==> src/rtl/sync_bank_pkg.sv <==
package sync_bank_pkg;
  localparam int NGRP    = 7;
  localparam int OSC_GRP = 6;
  localparam int SEL_W   = 4;
  // source bit positions inside a select field
  localparam int SRC_SW   = 3;
  localparam int SRC_PIN  = 2;
  localparam int SRC_OSTR = 1;
  localparam int SRC_LOW  = 0;
  localparam logic [7:0]  ADDR_SEL_A = 8'h1E;
  localparam logic [7:0]  ADDR_SEL_B = 8'h1F;
  localparam logic [15:0] SEL_A_RST  = 16'h1111;
  localparam logic [11:0] SEL_B_RST  = 12'h114;
endpackage

==> src/rtl/sync_event_src.sv <==
module sync_event_src #(
  parameter int STAGES = 2
) (
  input  logic clk_i,
  input  logic rst_ni,
  input  logic pin_i,
  output logic lvl_o,
  output logic ev_o
);
  logic [STAGES:0] stg_q;

  always_ff @(posedge clk_i or negedge rst_ni) begin
    if (!rst_ni) stg_q <= '0;
    else         stg_q <= {stg_q[STAGES-1:0], pin_i};
  end

  assign lvl_o = stg_q[STAGES-1];
  assign ev_o  = stg_q[STAGES-1] & ~stg_q[STAGES];

  a_r8_single_pulse: assert property (@(posedge clk_i) disable iff (!rst_ni)
    ev_o |=> !ev_o);
endmodule

==> src/rtl/upd_group.sv <==
module upd_group #(
  parameter int          NREG = 2,
  parameter int          DW   = 16,
  parameter int          AW   = 8,
  parameter int unsigned BASE = 0
) (
  input  logic             clk_i,
  input  logic             rst_ni,
  input  logic             we_i,
  input  logic [AW-1:0]    addr_i,
  input  logic [DW-1:0]    wdata_i,
  input  logic             fire_i,
  output logic [NREG*DW-1:0] act_o
);
  logic [NREG*DW-1:0] shd_q, act_q;

  for (genvar r = 0; r < NREG; r++) begin : g_reg
    localparam logic [AW-1:0] RADDR = AW'(BASE + r);
    always_ff @(posedge clk_i or negedge rst_ni) begin
      if (!rst_ni) begin
        shd_q[r*DW +: DW] <= '0;
        act_q[r*DW +: DW] <= '0;
      end else begin
        if (we_i && addr_i == RADDR) shd_q[r*DW +: DW] <= wdata_i;
        // active takes pre-write shadow when both coincide
        if (fire_i) act_q[r*DW +: DW] <= shd_q[r*DW +: DW];
      end
    end
  end

  assign act_o = act_q;

  a_r3_hold_without_fire: assert property (@(posedge clk_i) disable iff (!rst_ni)
    !fire_i |=> $stable(act_q));
  a_r12_copy_old_shadow: assert property (@(posedge clk_i) disable iff (!rst_ni)
    fire_i |=> act_q == $past(shd_q));
endmodule

==> src/rtl/sync_update_bank.sv <==
module sync_update_bank
  import sync_bank_pkg::*;
#(
  parameter int NREG        = 2,
  parameter int DW          = 16,
  parameter int AW          = 8,
  parameter int SYNC_STAGES = 2
) (
  input  logic                    clk_i,
  input  logic                    rst_ni,
  input  logic                    we_i,
  input  logic [AW-1:0]           addr_i,
  input  logic [DW-1:0]           wdata_i,
  input  logic                    sync_i,
  input  logic                    ostr_i,
  input  logic                    istr_i,
  output logic [NGRP*NREG*DW-1:0] act_o,
  output logic                    osc_sync_o,
  output logic                    fifo_strobe_o
);
  localparam int SELCAT_W = 16 + 12;

  logic [15:0] sel_a_q;
  logic [11:0] sel_b_q;   // bits 15:4 of the second select word
  logic        route_q, sw_q, sw_d_q, auto_q;
  logic        sync_lvl, sync_ev, ostr_lvl, ostr_ev, istr_lvl, istr_ev;
  logic        sw_ev;
  logic [SELCAT_W-1:0] sel_cat;
  logic [NGRP-1:0]     fire;

  always_ff @(posedge clk_i or negedge rst_ni) begin
    if (!rst_ni) begin
      sel_a_q <= SEL_A_RST;
      sel_b_q <= SEL_B_RST;
      route_q <= 1'b0;
      sw_q    <= 1'b0;
      sw_d_q  <= 1'b0;
      auto_q  <= 1'b0;
    end else begin
      auto_q <= we_i;
      sw_d_q <= sw_q;
      if (we_i && addr_i == AW'(ADDR_SEL_A)) sel_a_q <= wdata_i[15:0];
      if (we_i && addr_i == AW'(ADDR_SEL_B)) begin
        sel_b_q <= wdata_i[15:4];
        route_q <= wdata_i[2];
        sw_q    <= wdata_i[1];
      end
    end
  end

  assign sw_ev   = sw_q & ~sw_d_q;
  assign sel_cat = {sel_a_q, sel_b_q};

  sync_event_src #(.STAGES(SYNC_STAGES)) i_sync_src (
    .clk_i(clk_i), .rst_ni(rst_ni), .pin_i(sync_i), .lvl_o(sync_lvl), .ev_o(sync_ev));
  sync_event_src #(.STAGES(SYNC_STAGES)) i_ostr_src (
    .clk_i(clk_i), .rst_ni(rst_ni), .pin_i(ostr_i), .lvl_o(ostr_lvl), .ev_o(ostr_ev));
  sync_event_src #(.STAGES(SYNC_STAGES)) i_istr_src (
    .clk_i(clk_i), .rst_ni(rst_ni), .pin_i(istr_i), .lvl_o(istr_lvl), .ev_o(istr_ev));

  for (genvar g = 0; g < NGRP; g++) begin : g_grp
    logic [SEL_W-1:0] field, src;
    assign field = sel_cat[SELCAT_W-1-SEL_W*g -: SEL_W];
    if (g == OSC_GRP) begin : g_low_istr
      assign src = {sw_ev, sync_ev, ostr_ev, istr_ev};
    end else begin : g_low_auto
      assign src = {sw_ev, sync_ev, ostr_ev, auto_q};
    end
    assign fire[g] = |(field & src);

    upd_group #(.NREG(NREG), .DW(DW), .AW(AW), .BASE(g*NREG)) i_grp (
      .clk_i(clk_i), .rst_ni(rst_ni), .we_i(we_i), .addr_i(addr_i),
      .wdata_i(wdata_i), .fire_i(fire[g]),
      .act_o(act_o[g*NREG*DW +: NREG*DW]));
  end

  assign osc_sync_o    = fire[OSC_GRP];
  assign fifo_strobe_o = route_q ? sync_lvl : istr_lvl;

  a_r7_sw_single_event: assert property (@(posedge clk_i) disable iff (!rst_ni)
    sw_ev |=> !sw_ev);
  a_r7_sw_needs_write: assert property (@(posedge clk_i) disable iff (!rst_ni)
    !(we_i && addr_i == AW'(ADDR_SEL_B)) |=> !sw_ev);
endmodule

==> config.mk <==
export PLATFORM = sky130hd
export DESIGN_NAME = sync_update_bank
export DESIGN_NICKNAME = d
export VERILOG_FILES = /design/src/rtl/sync_bank_pkg.sv /design/src/rtl/sync_event_src.sv /design/src/rtl/upd_group.sv /design/src/rtl/sync_update_bank.sv
export SDC_FILE = /design/constraint.sdc
export NUM_CORES = 1
export LEC_CHECK = 0
export BUFFER_PORTS_ARGS = -buffer_cell sky130_fd_sc_hd__buf_2
export CAP_MARGIN = 20
export CORE_UTILIZATION = 60
export CTS_BUF_LIST = sky130_fd_sc_hd__clkbuf_4
export DETAILED_ROUTE_END_ITERATION = 7
export GPL_TIMING_DRIVEN = 1
export PLACE_DENSITY = 0.83
export SLEW_MARGIN = 20
export SYNTH_ARGS = -nofsm -noshare
export SYNTH_HDL_FRONTEND = slang
export SYNTH_SLANG_ARGS = --single-unit
==> constraint.sdc <==
create_clock -name clk_i -period 3.6 [get_ports clk_i]
set_clock_uncertainty 0.05 [all_clocks]
set_input_delay 0.72 -clock clk_i [delete_from_list [all_inputs] [get_ports clk_i]]
set_output_delay 0.72 -clock clk_i [all_outputs]
set_load 0.05 [all_outputs]
## Word-level counts from Yosys, hierarchy flattened

Cells that the tools add are included.

| word-level totals | value |
|---|---|
| memories kept | 0 |
| bits in writable memories | 0 |
| bits in registers | 489 |
| bits in read-only memories | 0 |
| latch bits | 0 |
| word-level logic and storage cells | 92 |
| input port bits | 30 |

| cells by class | value |
|---|---|
| divide/modulo/power cells | 0 |
| $lt $le $gt $ge | 0 |
| equality and inequality tests | 15 |
| $add $sub $neg | 0 |
| bitwise operators | 15 |
| multiply operators | 0 |
| muxes and demuxes | 1 |
| shift-type cells | 0 |
| reductions and logical operators | 24 |

Operators with widths:

| cell | number |
|---|---|
| $eq 8x4->1 const B | 6 |
| $eq 8x3->1 const B | 4 |
| $and 4x4->4 | 7 |
| $reduce_or 4->1 | 7 |
| $eq 8x2->1 const B | 2 |
| $eq 8x5->1 const B | 2 |
| $logic_and 1x1->1 | 16 |
| $eq 8x1->1 const B | 1 |
| $logic_not 8->1 | 1 |
| $and 1x1->1 | 4 |
| $not 1->1 | 4 |
| $mux 1 | 1 |

## Logic depth before layout (Yosys ltp)

| depth | value |
|---|---|
| depth in word-level cells | 4 |
| depth in mapped cells | 6 |
| depth with buffers taken out | 4 |

## Modules after synthesis

A second synthesis with hierarchy kept.

| unflattened totals | value |
|---|---|
| cells, all modules | 1077 |
| area, all modules | 18739.2 µm² |

Modules (own cells, without submodules):

| module | seq. area each (µm²) | area an instance (µm²) | instances | cells an instance |
|---|---|---|---|---|
| upd_group at g_grp[3].i_grp ... | 1601.5 | 2417.3 | 2 | 139 |
| upd_group at g_grp[2].i_grp ... | 1601.5 | 2414.8 | 2 | 139 |
| upd_group at g_grp[0].i_grp | 1601.5 | 2492.4 | 1 | 139 |
| upd_group at g_grp[1].i_grp | 1601.5 | 2487.4 | 1 | 139 |
| upd_group at g_grp[6].i_grp | 1601.5 | 2434.8 | 1 | 139 |
| sync_update_bank | 809.5 | 1393.8 | 1 | 92 |
| sync_event_src | 75.1 | 88.8 | 3 | 4 |

## Worst setup path before layout

OpenSTA, ideal clock, no wires.

| timing | value |
|---|---|
| path type | reg-to-output |
| from | reg i_ostr_src.stg_q[1] |
| to | out osc_sync_o |
| path buffers | 2 |
| data arrival time | 1.754 ns |
| path slack | 1.076 ns |
| cell stages (with the launch flop) | 7 |
| cell sequence | dfrtp_1 nor2b_1 clkbuf_1 o2bb2ai_1 a221oi_2 clkbuf_1 inv_1 |

| between the ends | value |
|---|---|
| cells in the longest elaborated chain, start to end | 3 |

RTL lines:

| item | RTL line | source |
|---|---|---|
| start: declaration | sync_event_src.sv:10 | `logic [STAGES:0] stg_q;` |
| start signal: assignment | sync_event_src.sv:14 | `else stg_q <= {stg_q[STAGES-1:0], pin_i};` |
| $and 1x1->1 | sync_event_src.sv:18 | `assign ev_o = stg_q[STAGES-1] & ~stg_q[STAGES];` |
| $and 4x4->4 | sync_update_bank.sv:69 | `assign fire[g] = \|(field & src);` |
| $reduce_or 4->1 | sync_update_bank.sv:69 |  |
| end: declaration | sync_update_bank.sv:18 | `output logic osc_sync_o,` |

Every way passes these cells.

## Worst setup path after layout

| timing | value |
|---|---|
| from | reg sw_q |
| to | out osc_sync_o |

| between the ends | value |
|---|---|
| cells in the longest elaborated chain, start to end | 3 |

RTL lines:

| item | RTL line | source |
|---|---|---|
| start: declaration | sync_update_bank.sv:25 | `logic route_q, sw_q, sw_d_q, auto_q;` |
| start signal: assignment | sync_update_bank.sv:46 | `sw_q <= wdata_i[1];` |
| $and 1x1->1 | sync_update_bank.sv:51 | `assign sw_ev = sw_q & ~sw_d_q;` |
| $and 4x4->4 | sync_update_bank.sv:69 |  |
| $reduce_or 4->1 | sync_update_bank.sv:69 |  |

Every way passes these cells.

==> impl.org <==
** Pwr
- Dividing total power by cell area gives a power density of 546 nW/um^2.
- Proportion of total power due to net switching :: 27.7%
- Logic gate share of total power :: 11.7%
- The design draws 11.8 mW.
- Worst vdd rail ir drop :: 0.326 mV
- The clock network burns 37.7% of the power.
- Internal power consumption :: 8.53 mW
- The analysis attributes to cell leakage a power of 11.9 nW.
- Psw :: 3.27 mW
- Sequential cells account for 50.6% of the total power.

** Synth
- Among all flip-flop cells after synthesis, the most frequent one is sky130_fd_sc_hd__dfrtp_1.
- Flip-flop and latch count after synthesis :: 489
- Synth top area share :: 66.0%
- Yosys printed 0 warnings.
- Counting every net in the synthesized netlist gives 1116.
- After technology mapping, the gate count stands at 1086.
- Number of enable-type register cells in the synthesized netlist :: 0
- Avg Inst Size Synth :: 16.8 um^2
- Number of distinct library cells after synthesis :: 29
- After synthesis, flip-flops and latches occupy 67.0% of the total area.
- After synthesis the cells add up to 18300 um^2.
- Async set-or-reset flop fraction in the synthesized netlist :: 100%
- Cells taking the most area after synthesis :: sky130_fd_sc_hd__dfrtp_1, sky130_fd_sc_hd__mux2_2, sky130_fd_sc_hd__dfstp_2
- Post-synth top area cell :: sky130_fd_sc_hd__dfrtp_1

** STA
- Max Transition Viols Final :: 0
- Number of hold violations in the final report :: 0
- On the final layout, the worst hold slack is 0.172 ns.
- Number of setup violations in the final report :: 0
- The worst pin sits at a relative slew slack of 38.9%.
- Setup repair after global routing left no endpoint under its margin.
- Final clock period utilization by the worst path :: 86.7%
- Final worst path period need :: 3.12 ns
- Highest attainable clock frequency :: 320 MHz
- For the pin with the worst max-slew slack, the measured transition is 0.914 ns.
- After routing, the total negative slack on setup checks comes to 0 ns.

** Placed design
- Once placement finished, the instance area stood at 20100 um^2.
- The count of buffers added on input and output ports is 255.
- Routability-driven placement finished with a final weighted congestion of 0.770.
- In this run, placement finished with an instance count of 1695.
- DP Wirelength :: 25400 um

** Worst setup path
- Cells along the critical path :: nor2b_1 > a221oi_4 > inv_1 > buf_2
- The worst setup path is of the register to output port kind.
- In this run the register-to-register setup slack is 1.02 ns.
- On the critical path the largest part of the delay comes from simple AND/OR/NAND/NOR gates.
- Critical R2R Launch :: sw_q
- For the worst flop-to-flop path, the logic depth is 4.
- Maximum cell stage delay along the critical path :: 0.66 ns
- CP Launch Type :: register
- In this run the critical register-to-register path is captured at g_grp[3].i_grp.act_o[29].
- For this design, the slowest cell found on the critical path is sky130_fd_sc_hd__nor2b_1.
- Critical path capture point type :: output port
- At the worst endpoint, the arrival time is 2.35 ns.
- At the worst endpoint, the required time is 2.83 ns.
- In this run the worst path has a maximum fanout of 7.
- Critical path buffers and inverters :: 2

** Drt
- Dividing the detail-routed wire length by the instance count gives 21.3 um.
- Total via count in the routed design :: 10500
- The count of nets left with antenna violations once routing finished came out at 0.
- Met2 WL post-DR :: 19100 um
- Highest routing layer actually used :: met4
- The first routing iteration left 527 violations.
- Met3 wire length :: 2990 um
- Wires add up to 40500 um.
- Met1 Wirelength :: 17600 um
- Vias per inst :: 5.51
- DRC viols :: 0
- Detailed-router iteration count before antenna repair :: 4

** Min path
- The worst hold path belongs to the class input port to register.
- Hold Crit Endpoint :: auto_q
- Cell depth of the worst min-delay path :: 1
- Hold path startpoint :: we_i

** Floorplanning
- IO Pins :: 256
- Once the floorplan was initialized, standard cells occupied 61.3% of the core.
- After floorplanning, the core was divided into 63 placement rows.
- The die is 177 um wide.
- Vertical die dimension :: 177 um
- The core region is 29800 um^2.
- Die area :: 31200 um^2

** CTS
- The H-tree was split into 3 levels.
- TritonCTS created 117 clock buffers.
- Buffer cell driving the clock tree root :: sky130_fd_sc_hd__clkbuf_4
- The number of gates resized after CTS was 0.
- After clock tree synthesis, the clock-pin slew on the worst setup and hold paths is 0.07 ns.
- Later-pin clock latency in the skew report :: 0.78 ns
- Post-CTS timing repair inserted 0 buffers for setup.
- The clock passes through at most 3 buffers.
- Clock tree from TritonCTS :: built
- The clock drives 489 sinks.

** Job
- Max-capacitance violation count :: 0

** Global route
- The first global-routing pass estimated 63500 um of wire.
- The via count of the first global-routing pass came to 11300.
- Global router's overall resource usage :: 27.1%
- The initial antenna violation count is 1.
- Entering global routing, the biggest net connects 86 pins.
- Global-route congestion overflow total :: 0

** Layout
- Area added between synthesis and finish :: 18.2%
- Area of all placed cells without fillers :: 21600 um^2
- Layout Nets :: 1458
- The finished layout holds 1905 standard cells, fillers aside.
- Cells with a size suffix above 1 make up 63.3% of the layout.

** Run status
- Result of the run :: completed
## power groups by stage
| stage | registers (mW) | logic (mW) | clock network (mW) |
|---|---|---|---|
| 2_1_floorplan | 6.57 | 0.389 | 0 |
| 5_1_grt | 6.00 | 1.46 | 4.86 |
| 6_report | 5.97 | 1.38 | 4.45 |
| 4_1_cts | 5.97 | 1.40 | 4.56 |
| 3_3_place_gp | 6.05 | 1.37 | 0 |
| 3_5_place_dp | 6.07 | 1.39 | 0 |
## through the flow
stage          setup slack (ns)  util (%)
2_1_floorplan              1.08         -
3_3_place_gp              0.719      67.3
3_5_place_dp              0.658      67.3
4_1_cts                   0.433      72.5
5_1_grt                   0.341      72.5
6_report                  0.477      72.5
## registers in the layout (all words and copies together), names as in the netlist
signal	flops
g_grp.i_grp.shd_q	224
sel_a_q	16
i_sync_src.stg_q	3
sw_d_q	1
i_istr_src.stg_q	3
route_q	1
auto_q	1
sel_b_q	12
sw_q	1
g_grp.i_grp.act_o	224
i_ostr_src.stg_q	3
## cells in the mapped netlist (4+ instances only)
cell type	number
sky130_fd_sc_hd__a22oi_1	12
sky130_fd_sc_hd__buf_1	19
sky130_fd_sc_hd__buf_2	13
sky130_fd_sc_hd__clkbuf_1	28
sky130_fd_sc_hd__dfrtp_1	482
sky130_fd_sc_hd__dfstp_2	7
sky130_fd_sc_hd__mux2_2	479
sky130_fd_sc_hd__nand2_1	14
sky130_fd_sc_hd__nor2_1	6
sky130_fd_sc_hd__nor2b_1	4
## worst max path at each step
stage | startpoint | to | cells past startpoint
after floorplan | i_ostr_src.stg_q[1] | osc_sync_o | 6
final | sw_q | osc_sync_o | 4
after CTS | i_sync_src.stg_q[1] | osc_sync_o | 4
after global routing | i_ostr_src.stg_q[1] | osc_sync_o | 5
after global placement | addr_i[5] | g_grp[4].i_grp.shd_q[30] | 5
after detailed placement | addr_i[5] | g_grp[4].i_grp.shd_q[29] | 5
## cells by family (layout without fill, tap and decap cells)
logic type | after synthesis | after routing | share of synthesized area [%]
mux | 479 | 479 | 29.5
flops | 489 | 489 | 67.0
compound gates | 14 | 14 | 0.623
simple gates | 42 | 42 | 1.46
other cells | 0 | 1 | 0
buf+inv | 62 | 490 | 1.38
## final cells by class
cell class	instances	area, um^2
Timing Repair Buffer	284	1580
Fill cell	1925	8200
Sequential cell	489	12200
Clock inverter	33	198
Multi-Input combinational cell	535	5790
Tap cell	390	488
Clock buffer	172	1290
Antenna cell	1	2.50
Inverter	1	3.75
## layout by cell type, fill, tap and decap left out, drive strengths merged, types with 3 or more instances in the layout
| master | instances |
|---|---|
| dfrtp | 482 |
| mux2 | 479 |
| buf | 280 |
| clkbuf | 172 |
| clkinv | 28 |
| nand2 | 16 |
| a22oi | 12 |
| dfstp | 7 |
| nor2 | 6 |
| nor2b | 4 |
| dlygate4sd3 | 4 |
| nand3 | 4 |
| inv | 3 |
## repair_timing
item / 4_1_cts / 5_1_grt
hold buffers: 4 / 0
endpoints found under the hold margin: 70 / 0
endpoints found under the setup margin: 0 / 0
## per-layer routing
| metal | vias up | track usage, % |
|---|---|---|
| met5 | - | 0 |
| met4 | 0 | 9.20 |
| met3 | 50 | 6.87 |
| met2 | 377 | 41.7 |
| met1 | 5477 | 37.9 |
| li1 | 4602 | - |
Note: power is estimated with default switching activity, not from simulation.
